## src/rtl/uart_irq_pkg.sv

```systemverilog
package uart_irq_pkg;

  localparam int unsigned OFS_MASK_SET = 'h08;
  localparam int unsigned OFS_MASK_CLR = 'h0C;
  localparam int unsigned OFS_MASK_RD  = 'h10;
  localparam int unsigned OFS_STATUS   = 'h14;

  // strobes from the decode control to the register datapath
  typedef struct packed {
    logic setMask;
    logic clrMask;
    logic clrStat;
    logic rdMask;
    logic rdStat;
  } irqStrb_t;

endpackage

```

## src/rtl/uart_irq_ctrl.sv

```systemverilog
module uart_irq_ctrl
  import uart_irq_pkg::*;
#(
  parameter int ADDR_W = 8
) (
  input  logic [ADDR_W-1:0] busAddr,
  input  logic              busWr,
  output irqStrb_t          strb
);

  logic hitSet, hitClr, hitMask, hitStat;

  assign hitSet  = (busAddr == ADDR_W'(OFS_MASK_SET));
  assign hitClr  = (busAddr == ADDR_W'(OFS_MASK_CLR));
  assign hitMask = (busAddr == ADDR_W'(OFS_MASK_RD));
  assign hitStat = (busAddr == ADDR_W'(OFS_STATUS));

  always_comb begin
    strb         = '0;
    strb.setMask = busWr & hitSet;
    strb.clrMask = busWr & hitClr;
    strb.clrStat = busWr & hitStat;
    // the mask offset is read-only and both update offsets read back zero
    strb.rdMask  = hitMask;
    strb.rdStat  = hitStat;
  end

endmodule

```

## src/rtl/uart_irq_datapath.sv

```systemverilog
module uart_irq_datapath
  import uart_irq_pkg::*;
#(
  parameter int DATA_W  = 32,
  parameter int NUM_SRC = 13
) (
  input  logic               clk,
  input  logic               rstN,
  input  irqStrb_t           strb,
  input  logic [NUM_SRC-1:0] wrBits,
  input  logic [NUM_SRC-1:0] srcEvt,
  output logic [DATA_W-1:0]  busRdata,
  output logic [NUM_SRC-1:0] maskQ,
  output logic [NUM_SRC-1:0] statQ,
  output logic               irqOut
);

  localparam int PAD_W = DATA_W - NUM_SRC;

  logic [NUM_SRC-1:0] maskNext;
  logic [NUM_SRC-1:0] statNext;

  always_comb begin
    maskNext = maskQ;
    if (strb.setMask) maskNext = maskQ | wrBits;
    if (strb.clrMask) maskNext = maskQ & ~wrBits;
  end

  // per-source sticky bit: an event in the same cycle beats a clearing write
  for (genvar b = 0; b < NUM_SRC; b++) begin : gStat
    assign statNext[b] = srcEvt[b] | (statQ[b] & ~(strb.clrStat & wrBits[b]));
  end

  always_ff @(posedge clk or negedge rstN) begin
    if (!rstN) begin
      maskQ  <= '0;
      statQ  <= '0;
      irqOut <= 1'b0;
    end else begin
      maskQ  <= maskNext;
      statQ  <= statNext;
      irqOut <= |(statQ & maskQ);
    end
  end

  always_comb begin
    busRdata = '0;
    if (strb.rdMask) busRdata = {{PAD_W{1'b0}}, maskQ};
    if (strb.rdStat) busRdata = {{PAD_W{1'b0}}, statQ};
  end

endmodule

```

## src/rtl/uart_irq_unit.sv

```systemverilog
module uart_irq_unit
  import uart_irq_pkg::*;
#(
  parameter int ADDR_W  = 8,
  parameter int DATA_W  = 32,
  parameter int NUM_SRC = 13
) (
  input  logic               clk,
  input  logic               rstN,
  input  logic [ADDR_W-1:0]  busAddr,
  input  logic               busWr,
  input  logic [DATA_W-1:0]  busWdata,
  output logic [DATA_W-1:0]  busRdata,
  input  logic [NUM_SRC-1:0] srcEvt,
  output logic               irqOut
);

  irqStrb_t           strb;
  logic [NUM_SRC-1:0] maskQ;
  logic [NUM_SRC-1:0] statQ;
  logic               unusedWdataHi;

  // write-data bits above the source count carry no meaning
  assign unusedWdataHi = ^busWdata[DATA_W-1:NUM_SRC];

  uart_irq_ctrl #(.ADDR_W(ADDR_W)) uCtrl (
    .busAddr(busAddr),
    .busWr  (busWr),
    .strb   (strb)
  );

  uart_irq_datapath #(.DATA_W(DATA_W), .NUM_SRC(NUM_SRC)) uDp (
    .clk     (clk),
    .rstN    (rstN),
    .strb    (strb),
    .wrBits  (busWdata[NUM_SRC-1:0]),
    .srcEvt  (srcEvt),
    .busRdata(busRdata),
    .maskQ   (maskQ),
    .statQ   (statQ),
    .irqOut  (irqOut)
  );

endmodule

```

## config.mk

```make
export PLATFORM = sky130hd
export DESIGN_NAME = uart_irq_unit
export DESIGN_NICKNAME = d
export VERILOG_FILES = /design/src/rtl/uart_irq_pkg.sv /design/src/rtl/uart_irq_ctrl.sv /design/src/rtl/uart_irq_datapath.sv /design/src/rtl/uart_irq_unit.sv
export SDC_FILE = /design/constraint.sdc
export NUM_CORES = 1
export LEC_CHECK = 0
export ABC_AREA = 1
export ABC_CLOCK_PERIOD_IN_PS = 1200
export CAP_MARGIN = 0
export CORE_ASPECT_RATIO = 1.75
export CORE_MARGIN = 1.5
export CORE_UTILIZATION = 40
export CTS_CLUSTER_DIAMETER = 80
export DETAILED_ROUTE_END_ITERATION = 8
export PLACE_DENSITY = 0.81
export SETUP_SLACK_MARGIN = 0.05
export SLEW_MARGIN = 20
export SYNTH_ARGS = -nofsm -noshare
export SYNTH_HDL_FRONTEND = slang
export SYNTH_HIERARCHICAL = 1
export SYNTH_SLANG_ARGS = --single-unit
```

## constraint.sdc

```tcl
create_clock -name clk -period 1.2 [get_ports clk]
set_clock_uncertainty 0.2 [all_clocks]
set_input_delay 0.12 -clock clk [delete_from_list [all_inputs] [get_ports clk]]
set_output_delay 0.12 -clock clk [all_outputs]
set_load 0.01 [all_outputs]
```

# Word-level counts from Yosys, hierarchy flattened
# Cells that the tools add are included.
# word_totals
word_cells	72
n_memories	0
romBits	0
reg_bits	27
ramBits	0
output_inout_bits	33
latchBits	0
# classes
n_addsub	0
n_reduce_logical	2
mul	0
n_eq_ne	4
bitwise_logic	59
n_mux	4
div	0
n_shift	0
magnitude_cmp	0
# ops
op	n
$mux W13	4
$and A1 B1 Y1	29
$and A13 B13 Y13	2
$eq A8 B4 Y1 const B	2
$eq A8 B5 Y1 const B	2
$not A1 Y1	13
$not A13 Y13	1
$or A1 B1 Y1	13
$or A13 B13 Y13	1
$reduce_or A13 Y1	1
$reduce_bool A2 Y1	1

# Depth between registers and ports, before layout
# Gate-level depths: netlist of run 1.
# depth
depth_word	6
depth_mapped	10
ltp_nobuf	9

# Hierarchy
# Netlist of run 1, hierarchy kept.
# by_module_without_submodules
module	instances	area_each_um2	cells_per_inst
uart_irq_datapath	1	1576.5	200
uart_irq_ctrl	1	130.1	29

# Worst setup path after synthesis of run 1
# OpenSTA, ideal clock, no wires.
# synth_path
path_type	input-to-output
startpoint	input port busAddr[6]
endpoint	output port busRdata[10]
arrival_time_ns	0.914
setup_slack_ns	-0.034
stages	10
n_path_buf	2
t_required_ns	0.880
cell_sequence	inv_1 > nand2_1 > nor2_2 > nand2_1 > inv_1 > buf_4 > inv_2 > nand2_4 > buf_8 > o21ai_2
# synth_between
elab_cells_between_ends	4
# synth_lines
item	line	source
start: declaration	uart_irq_unit.sv:10	input logic [ADDR_W-1:0] busAddr,
$eq A8 B5 Y1	uart_irq_ctrl.sv:16	assign hitStat = (busAddr == ADDR_W'(OFS_STATUS));
via uCtrl.hitStat	uart_irq_ctrl.sv:11	logic hitSet, hitClr, hitMask, hitStat;
$mux W13	uart_irq_datapath.sv:49	if (strb.rdStat) busRdata = {{PAD_W{1'b0}}, statQ};
end: declaration	uart_irq_unit.sv:13	output logic [DATA_W-1:0] busRdata,
# The timed path passes the listed nets, and every way through them passes these cells.

==> results of run 1 <==
per-stage QoR:
step | hold slack [ns] | TNS [ns] | worst slack (ns)
2_1_floorplan | -0.376 | -0.0270 | -0.00933
4_1_cts | 0.000104 | -2.68 | -0.233
6_report | -0.00738 | -2.97 | -0.246
5_1_grt | 0.0164 | -4.48 | -0.307
3_3_place_gp | 0.295 | -33.33 | -1.21
3_5_place_dp | 0.297 | -34.42 | -1.25
per-layer routing:
metal | vias to the layer above | global-route usage [%] | share of wire (%)
li1 | 805 | - | -
met3 | 2 | 1.67 | 4.8
met2 | 62 | 35.2 | 58
met1 | 733 | 18.9 | 37
met4 | 0 | 5.59 | 0.69
met5 | - | 0 | 0
cell usage in the layout, fill, tap and decap left out, drive strengths merged:
| master | n |
|---|---|
| clkinvlp | 1 |
| a21o | 12 |
| buf | 54 |
| nand2 | 50 |
| o22ai | 1 |
| a21oi | 1 |
| clkbuf | 3 |
| conb | 19 |
| o21ai | 39 |
| clkdlybuf4s50 | 27 |
| inv | 56 |
| nor2 | 10 |
| nand4 | 2 |
| clkinv | 2 |
| or2 | 1 |
| dlygate4sd2 | 1 |
| dfrtp | 27 |
| nand3 | 2 |
power breakdown:
part,switching [uW],internal (uW)
Clock,278,232
Combinational,172,165
Sequential,11.4,930
Total,462,1330
timing repair:
item,4_1_cts,5_1_grt
setup endpoints to repair,41,31
pin swaps,19,9
cloned,1,1
resized for setup,134,40
setup buffers,1,6
critical path, cell delays in order:
cell      delay [ns]
buf_6           0.10
inv_12          0.03
nand2_4         0.07
nor2_4          0.04
nand2_2         0.09
clkinv_4        0.10
inv_4           0.09
nand2_8         0.09
buf_4           0.15
o21ai_4         0.10
buf_2           0.14
final timing paths:
kind                            slack [ns]                       to              startpoint
worst min-delay path                -0.007   uDp/statQ[7]$_DFF_PN0_                    rstN
worst min register to register        0.38   uDp/statQ[8]$_DFF_PN0_  uDp/statQ[8]$_DFF_PN0_
max in group asynchronous             0.64   uDp/statQ[1]$_DFF_PN0_                    rstN
worst max-delay path                 -0.25             busRdata[10]              busAddr[7]
worst max register to register        0.01     uDp/irqOut$_DFF_PN0_  uDp/statQ[8]$_DFF_PN0_
min in group clk                      0.20  uDp/statQ[12]$_DFF_PN0_              srcEvt[12]
logic make-up (layout without fill, tap and decap cells):
kind of cell	after synthesis	in the layout
AND/OR/NAND/NOR	65	65
other	1	19
flip-flops	27	27
AO/OA/AOI/OAI	53	53
buffers and inverters	83	144
area by class of cell:
class / instances / area, sq um / area share [%]
multi-input combinational: 137 / 877 / 32.0
clock buffer: 3 / 41.3 / 1.51
inverter: 57 / 244 / 8.91
sequential: 27 / 676 / 24.7
tap: 49 / 61.3 / 2.24
timing repair inverter: 1 / 7.51 / 0.274
clock inverter: 1 / 5.00 / 0.183
timing repair buffer: 82 / 827 / 30.2
==> results.txt, run 1 <==
Avg Cell Area, Syn: 7.45 sq um
Placed Cells: 344
Die X: 52.4 um
clk_lat worst skew: 0.27 ns
layout cells sized above 1: 36.7%
initial drt markers: 16
post-layout util: 66.6%
post-synthesis register bit count: 27
asr flop ratio synth: 100%
Pleak: 0.00132 uW
Final Instance Area: 0.00274 sq mm
vias in the first global route: 1,504
largest net degree at the start of global routing: 28
first-pass GRT wire length: 6.25 mm
Diodes inserted: 0
IO Count: 89
Total GRT Usage: 17.8%
Clock transition at path regs: 0.10 ns
Pwr per Cell Area: 653 mW/mm^2
Core Rows: 31
Synth area leaders: dfrtp_1 40%, inv_1 12%, nand2_1 11%
Simple-Gate Fraction of Synth Area: 15.8%
post-synthesis sequential area ratio: 39.6%
Remaining DRCs: 0
Worst Path Required: 0.88 ns
Clock Sinks: 27
root buffer cell: clkbuf_8
initial antenna violation count: 0
EDFF count, synth: 0
mux cell area share after synthesis: 0%
Compound-Gate Fraction of Synth Area: 19.7%
synth unique cells: 21
post-route ant nets: 0
Core Region: 0.00411 sq mm
hpwl dp: 2.82 mm
placed cell area: 0.00245 sq mm
top-count cell post-synth: inv_1
predominant post-synthesis flop cell: dfrtp_1
Tot Pwr: 1790 uW
Cell Area, Synth: 0.00171 sq mm
failing checks: negative hold slack, negative setup slack
Gate Count Post-Synth: 229
vias: 1,602
Worst Hold Margin: -0.00738 ns
largest family of logic cells by synthesized area: buffers and inverters
routability congestion estimate: 0.774
Final Non-Filler Cells: 357
die area: 0.00468 sq mm
clock buffer depth: 2
post-synthesis xor/xnor area fraction: 0%
fmax: 692 MHz
Layout Nets: 365
max capacitance violation total: 0
Slew Viols, Final: 0
GRT overflow: 0
endpoints failing setup: 20
Crit. End Element: output port
leading cell types by count after synthesis: 53 x inv_1, 49 x nand2_1, 27 x dfrtp_1
outcome: complete, but fails checks
Adder-Cell Fraction of Synth Area: 0%
Synth top area share: 39.6%
Peak VDD IR: 0.000667 V
chip height: 89.4 um
fin crit period: 1.45 ns
CTS buffer count: 3
Setup WS post-layout: -0.246 ns
synth warn: 6
Hold/Removal Path Class: primary input to asynchronous set/reset pin
WL final: 4.18 mm
Port Buffers: 50
CTS tree: yes
crit path max fanout: 8
Filler Cell Count: 335
hold buffers post-CTS: 0
P&R area growth vs syn: 60.5%
crit start category: primary input
Worst R2R Path Depth: 7
Worst Setup Path Type: primary input to output port
TritonRoute pass-1 iters: 4
vias per inst: 4.49
Hold Vio Cnt, Final: 15
unrepaired setup endpoints after global routing: true
post-synth top area cell: dfrtp_1
wire per inst: 11.7 um
Initial Util: 41.5%
CP arrival: 1.13 ns
fin crit share: 121%
H-tree lvl count: 1
(Power assumes the default switching activity.)
==> run 2, diff against run 1 <==
GPL_TIMING_DRIVEN = 0   (was unset)
==> run 2 against run 1 <==
Effect of this change: the run ends with negative setup slack left; highest routed layer unchanged; final cell count grew 2.5%; die area is the same; routed wire length grew 6.7%; fmax shrank 2.8%; largest cell class is now buffers.
==> results.txt, run 2 (same netlist as run 1, synthesis figures left out) <==
outcome: complete, but fails checks (unchanged)
failing checks: negative setup slack (was negative hold slack, negative setup slack)
fin crit period: 1.49 ns (was 1.45 ns)
endpoints failing setup: 36 (was 20)
Final Instance Area: 0.00283 sq mm (was 0.00274 sq mm)
clk_lat worst skew: 0.27 ns (about the same)
Filler Cell Count: 328 (was 335)
Diodes inserted: 0 (unchanged)
reg2reg start: uDp/statQ[1]$_DFF_PN0_ (was uDp/statQ[8]$_DFF_PN0_)
layout cells sized above 1: 39.4% (was 36.7%)
register area: 676 sq um (unchanged)
Clock Sinks: 27 (unchanged)
Layout Nets: 374 (was 365)
H-tree lvl count: 1 (unchanged)
placed cell area: 0.00244 sq mm (was 0.00245 sq mm)
CTS buffer count: 3 (unchanged)
Crit. End Element: output port (unchanged)
Pleak: 0.00140 uW (was 0.00132 uW)
WL final: 4.47 mm (was 4.18 mm)
RR Endpoint: uDp/irqOut$_DFF_PN0_ (unchanged)
Remaining DRCs: 0 (unchanged)
CTS tree: yes (unchanged)
die area: 0.00468 sq mm (unchanged)
root buffer cell: clkbuf_8 (unchanged)
Peak VDD IR: 0.000628 V (was 0.000667 V)
hpwl dp: 2.94 mm (was 2.82 mm)
Slew @ Worst Pin: 0.603 ns
Clock transition at path regs: 0.09 ns (was 0.10 ns)
post-layout util: 68.8% (was 66.6%)
vias per inst: 4.57 (was 4.49)
P&R area growth vs syn: 65.7% (was 60.5%)
reg2reg setup slack: 0.11 ns (was 0.01 ns)
largest net degree at the start of global routing: 28 (unchanged)
post-route ant nets: 0 (unchanged)
commonest cells after routing, fill and taps aside: 45 x inv_1, 37 x nand2_1, 27 x dfrtp_1 (was 45 x inv_1, 35 x nand2_1, 27 x clkdlybuf4s50_1, 27 x dfrtp_1, 22 x buf_6)
initial antenna violation count: 0 (unchanged)
Initial Util: 41.5% (unchanged)
Worst Path Required: 0.88 ns (about the same)
initial drt markers: 24 (was 16)
Worst Hold Margin: 0.147 ns (was -0.00738 ns)
GRT overflow: 0 (unchanged)
wire per inst: 12.2 um (was 11.7 um)
Total GRT Usage: 20.7% (was 17.8%)
Worst R2R Path Depth: 6 (was 7)
commonest non-fill, non-tap cell in the layout: inv_1 (unchanged)
crit path max fanout: 5 (was 8)
Pwr per Cell Area: 658 mW/mm^2 (was 653 mW/mm^2)
first-pass GRT wire length: 7.26 mm (was 6.25 mm)
Slew Viols, Final: 0 (unchanged)
routability congestion estimate: 0.789 (was 0.774)
Die X: 52.4 um (unchanged)
IO Count: 89 (unchanged)
chip height: 89.4 um (unchanged)
vias in the first global route: 1,701 (was 1,504)
Setup WS post-layout: -0.288 ns (was -0.246 ns)
Hold/Removal Path Class: primary input to flop (was primary input to asynchronous set/reset pin)
Relative slew margins: 59.8%
fin crit share: 124% (was 121%)
DP Worst Slack: -1.26 ns (was -1.25 ns)
Core Region: 0.00411 sq mm (unchanged)
max capacitance violation total: 0 (unchanged)
vias: 1,674 (was 1,602)
crit start category: primary input (unchanged)
CP arrival: 1.17 ns (was 1.13 ns)
fmax: 672 MHz (was 692 MHz)
HP Start: busAddr[2]
Hold Vio Cnt, Final: 0 (was 15)
Core Rows: 31 (unchanged)
unrepaired setup endpoints after global routing: true (unchanged)
Worst Setup Path Type: primary input to output port (unchanged)
Hold Path Stages: 6
Multi-input gate area: 890 sq um (was 877 sq um)
Port Buffers: 50 (unchanged)
clock buffer depth: 2 (unchanged)
TritonRoute pass-1 iters: 4 (unchanged)
[run 2: routing by layer]
| metal | vias up | global-route usage (%) | part of all wire, % |
|---|---|---|---|
| li1 | 830 | - | - |
| met1 | 783 | 20.5 | 33 |
| met2 | 55 | 41.6 | 61 |
| met3 | 6 | 2.17 | 4.8 |
| met4 | 0 | 7.93 | 1.7 |
| met5 | - | 0 | 0 |
[run 2: worst max-delay path: stages]
cell and delay, ns:
buf_8 0.10, inv_4 0.05, nand2_2 0.05, nor2_2 0.11, nand2_2 0.07, inv_2 0.05, buf_6 0.12, inv_8 0.05
nand2_8 0.09, buf_12 0.14, o22ai_4 0.07, buf_6 0.12
[run 2: what timing repair did]
| item | CTS | global route |
|---|---|---|
| buffers inserted | 15 | 4 |
| endpoints found under the setup margin | 40 | 39 |
| gates resized for setup | 150 | 35 |
| endpoints found under the hold margin | 27 | 0 |
| hold buffers | 1 | 0 |
| pin swaps | 16 | 14 |
| cloned | 4 | 0 |
[run 2: per-stage QoR]
stage               power (uW)  std cells  setup TNS, ns
floorplan                 1120        247        -0.0270
global placement          1290        346         -48.19
detailed placement        1290        346         -33.40
CTS                       1860        367          -5.43
global route              1970        366          -7.35
finish                    1860        366          -5.21
[run 2: worst max path at each step]
stage | from | endpoint | slack [ns] | depth (start not counted)
finish | busAddr[3] | busRdata[5] | -0.29 | 12
floorplan | busAddr[7] | busRdata[10] | -0.009 | 9
CTS | busAddr[5] | busRdata[5] | -0.32 | 11
global placement | busAddr[7] | busRdata[10] | -1.26 | 12
global route | busAddr[3] | busRdata[5] | -0.33 | 12
detailed placement | busAddr[7] | busRdata[10] | -1.26 | 11
[run 2: report_power, final]
part	internal, uW	switching (uW)	total (uW)
clock	235	276	511
combinational	218	190	408
sequential	930	11.1	941
total	1380	478	1860
[run 2: layout make-up]
type / count / area share, %
sequential: 27 / 23.9
clock inverter: 1 / 0.265
buffer: 26 / 8.27
timing repair buffer: 66 / 23.8
inverter: 57 / 8.72
clock buffer: 3 / 1.46
tap: 49 / 2.17
multi-input combinational: 137 / 31.5
==> run 3, diff against run 2 <==
SETUP_SLACK_MARGIN = unset   (was 0.05)
==> run 3 against run 2 <==
Effect of this change: the flow still finishes with violations (negative setup slack); die area is the same; routed wire length is 12% higher; non-clock buffer count grew 6; combinational power about the same; final area rose by 2.7%; sequential power about the same; first-iteration DRC count increased by 21%; fmax down 4.1%; power grew 0.27%; critical path type unchanged; highest routed layer unchanged.
==> results.txt, run 3 (same netlist as run 1, synthesis figures left out) <==
initial antenna violation count: 0 (unchanged)
reg2reg setup slack: 0.06 ns (was 0.11 ns)
Worst R2R Path Depth: 4 (was 6)
vias in the first global route: 1,679 (was 1,701)
crit start category: primary input (unchanged)
Final Instance Area: 0.00290 sq mm (was 0.00283 sq mm)
Relative slew margins: 58.9% (was 59.8%)
routability congestion estimate: 0.742 (was 0.789)
Initial Util: 41.5% (unchanged)
Setup WS post-layout: -0.351 ns (was -0.288 ns)
wire per inst: 13.4 um (was 12.2 um)
Remaining DRCs: 0 (unchanged)
CP arrival: 1.23 ns (was 1.17 ns)
Hold Vio Cnt, Final: 0 (unchanged)
Core Region: 0.00411 sq mm (unchanged)
fmax: 645 MHz (was 672 MHz)
placed cell area: 0.00242 sq mm (was 0.00244 sq mm)
vias per inst: 4.66 (was 4.57)
Clock Sinks: 27 (unchanged)
commonest non-fill, non-tap cell in the layout: inv_1 (unchanged)
hpwl dp: 2.95 mm (was 2.94 mm)
Hold/Removal Path Class: primary input to flop (unchanged)
chip height: 89.4 um (unchanged)
WL final: 4.99 mm (was 4.47 mm)
CTS tree: yes (unchanged)
Total GRT Usage: 21.5% (was 20.7%)
P&R area growth vs syn: 70.1% (was 65.7%)
endpoints failing setup: 38 (was 36)
Worst Setup Path Type: primary input to output port (unchanged)
TritonRoute pass-1 iters: 4 (unchanged)
Clock transition at path regs: 0.09 ns (about the same)
largest net degree at the start of global routing: 28 (unchanged)
clk_lat worst skew: 0.27 ns (about the same)
fin crit share: 129% (was 124%)
GRT overflow: 0 (unchanged)
HP Start: busAddr[2] (unchanged)
Placed Cells: 346 (unchanged)
root buffer cell: clkbuf_8 (unchanged)
post-route ant nets: 0 (unchanged)
unrepaired setup endpoints after global routing: true (unchanged)
Filler Cell Count: 308 (was 328)
fin crit period: 1.55 ns (was 1.49 ns)
Core Rows: 31 (unchanged)
Layout Nets: 380 (was 374)
outcome: complete, but fails checks (unchanged)
Slew Viols, Final: 0 (unchanged)
post-layout util: 70.6% (was 68.8%)
CTS buffer count: 3 (unchanged)
Hold Path Stages: 6 (unchanged)
Crit. End Element: output port (unchanged)
Port Buffers: 50 (unchanged)
vias: 1,734 (was 1,674)
commonest cells after routing, fill and taps aside: 47 x inv_1, 41 x nand2_1, 29 x buf_4 (was 45 x inv_1, 37 x nand2_1, 27 x dfrtp_1)
CP startpoint: busAddr[3] (unchanged)
Die X: 52.4 um (unchanged)
crit path max fanout: 5 (unchanged)
RR Endpoint: uDp/irqOut$_DFF_PN0_ (unchanged)
Pleak: 0.00144 uW (was 0.00140 uW)
Final Non-Filler Cells: 372 (was 366)
initial drt markers: 29 (was 24)
Worst Path Required: 0.88 ns (about the same)
max capacitance violation total: 0 (unchanged)
clock buffer depth: 2 (unchanged)
Diodes inserted: 0 (unchanged)
layout cells sized above 1: 39.3% (was 39.4%)
Slew @ Worst Pin: 0.616 ns (was 0.603 ns)
H-tree lvl count: 1 (unchanged)
failing checks: negative setup slack (unchanged)
die area: 0.00468 sq mm (unchanged)
IO Count: 89 (unchanged)
Peak VDD IR: 0.000723 V (was 0.000628 V)
Pwr per Cell Area: 643 mW/mm^2 (was 658 mW/mm^2)
Worst Hold Margin: 0.156 ns (was 0.147 ns)
first-pass GRT wire length: 7.38 mm (was 7.26 mm)
run 3: how the worst max path moves through the flow:
stage | slack (ns) | to | depth (start not counted)
2_1_floorplan | -0.02 | busRdata[10] | 10
3_3_place_gp | -1.20 | busRdata[10] | 12
3_5_place_dp | -1.22 | busRdata[10] | 12
4_1_cts | -0.35 | busRdata[5] | 11
5_1_grt | -0.40 | busRdata[5] | 12
6_report | -0.35 | busRdata[5] | 12
run 3: layer usage:
layer	up-vias	share of wire [%]	wire (um)	GRT usage (%)
li1	846	-	-	-
met2	55	59	2930	41.6
met3	10	3.6	178	1.84
met4	0	2.7	133	11.2
met5	-	0	0	0
met1	823	35	1750	21.8
run 3: repair_timing:
| item | in CTS | in global routing |
|---|---|---|
| setup buffers | 17 | 3 |
| pin swaps | 18 | 17 |
| hold endpoints to repair | 27 | 0 |
| hold buffers | 1 | 0 |
| endpoints found under the setup margin | 40 | 40 |
| gates cloned | 4 | 0 |
| resized for setup | 142 | 36 |
run 3: worst max-delay path, stage by stage:
cell and delay (ns):
buf_8 0.10, inv_4 0.05, nand2_2 0.05, nor2_2 0.11, nand2_1 0.08, inv_1 0.09, buf_6 0.14, inv_8 0.04
nand2_8 0.09, buf_12 0.15, o22ai_4 0.07, buf_6 0.13
run 3: cell type report:
type / instances / area, sq um / share of cell area (%)
clock buffers: 4 / 45.0 / 1.55
plain buffers: 26 / 241 / 8.32
well taps: 49 / 61.3 / 2.11
inverters: 57 / 234 / 8.06
repair buffers: 72 / 768 / 26.5
multi-input cells: 137 / 877 / 30.2
flip-flops and latches: 27 / 676 / 23.3
run 3: through the flow:
stage	power, uW	TNS, ns	setup slack (ns)
2_1_floorplan	1120	-0.0356	-0.0186
3_3_place_gp	1280	-46.60	-1.20
3_5_place_dp	1290	-30.92	-1.22
4_1_cts	1830	-6.89	-0.351
5_1_grt	1950	-10.37	-0.404
6_report	1870	-7.81	-0.351
run 3: power breakdown:
part	switching, uW	total, uW	internal [uW]
Clock	278	516	238
Sequential	10.8	941	930
Combinational	193	408	216
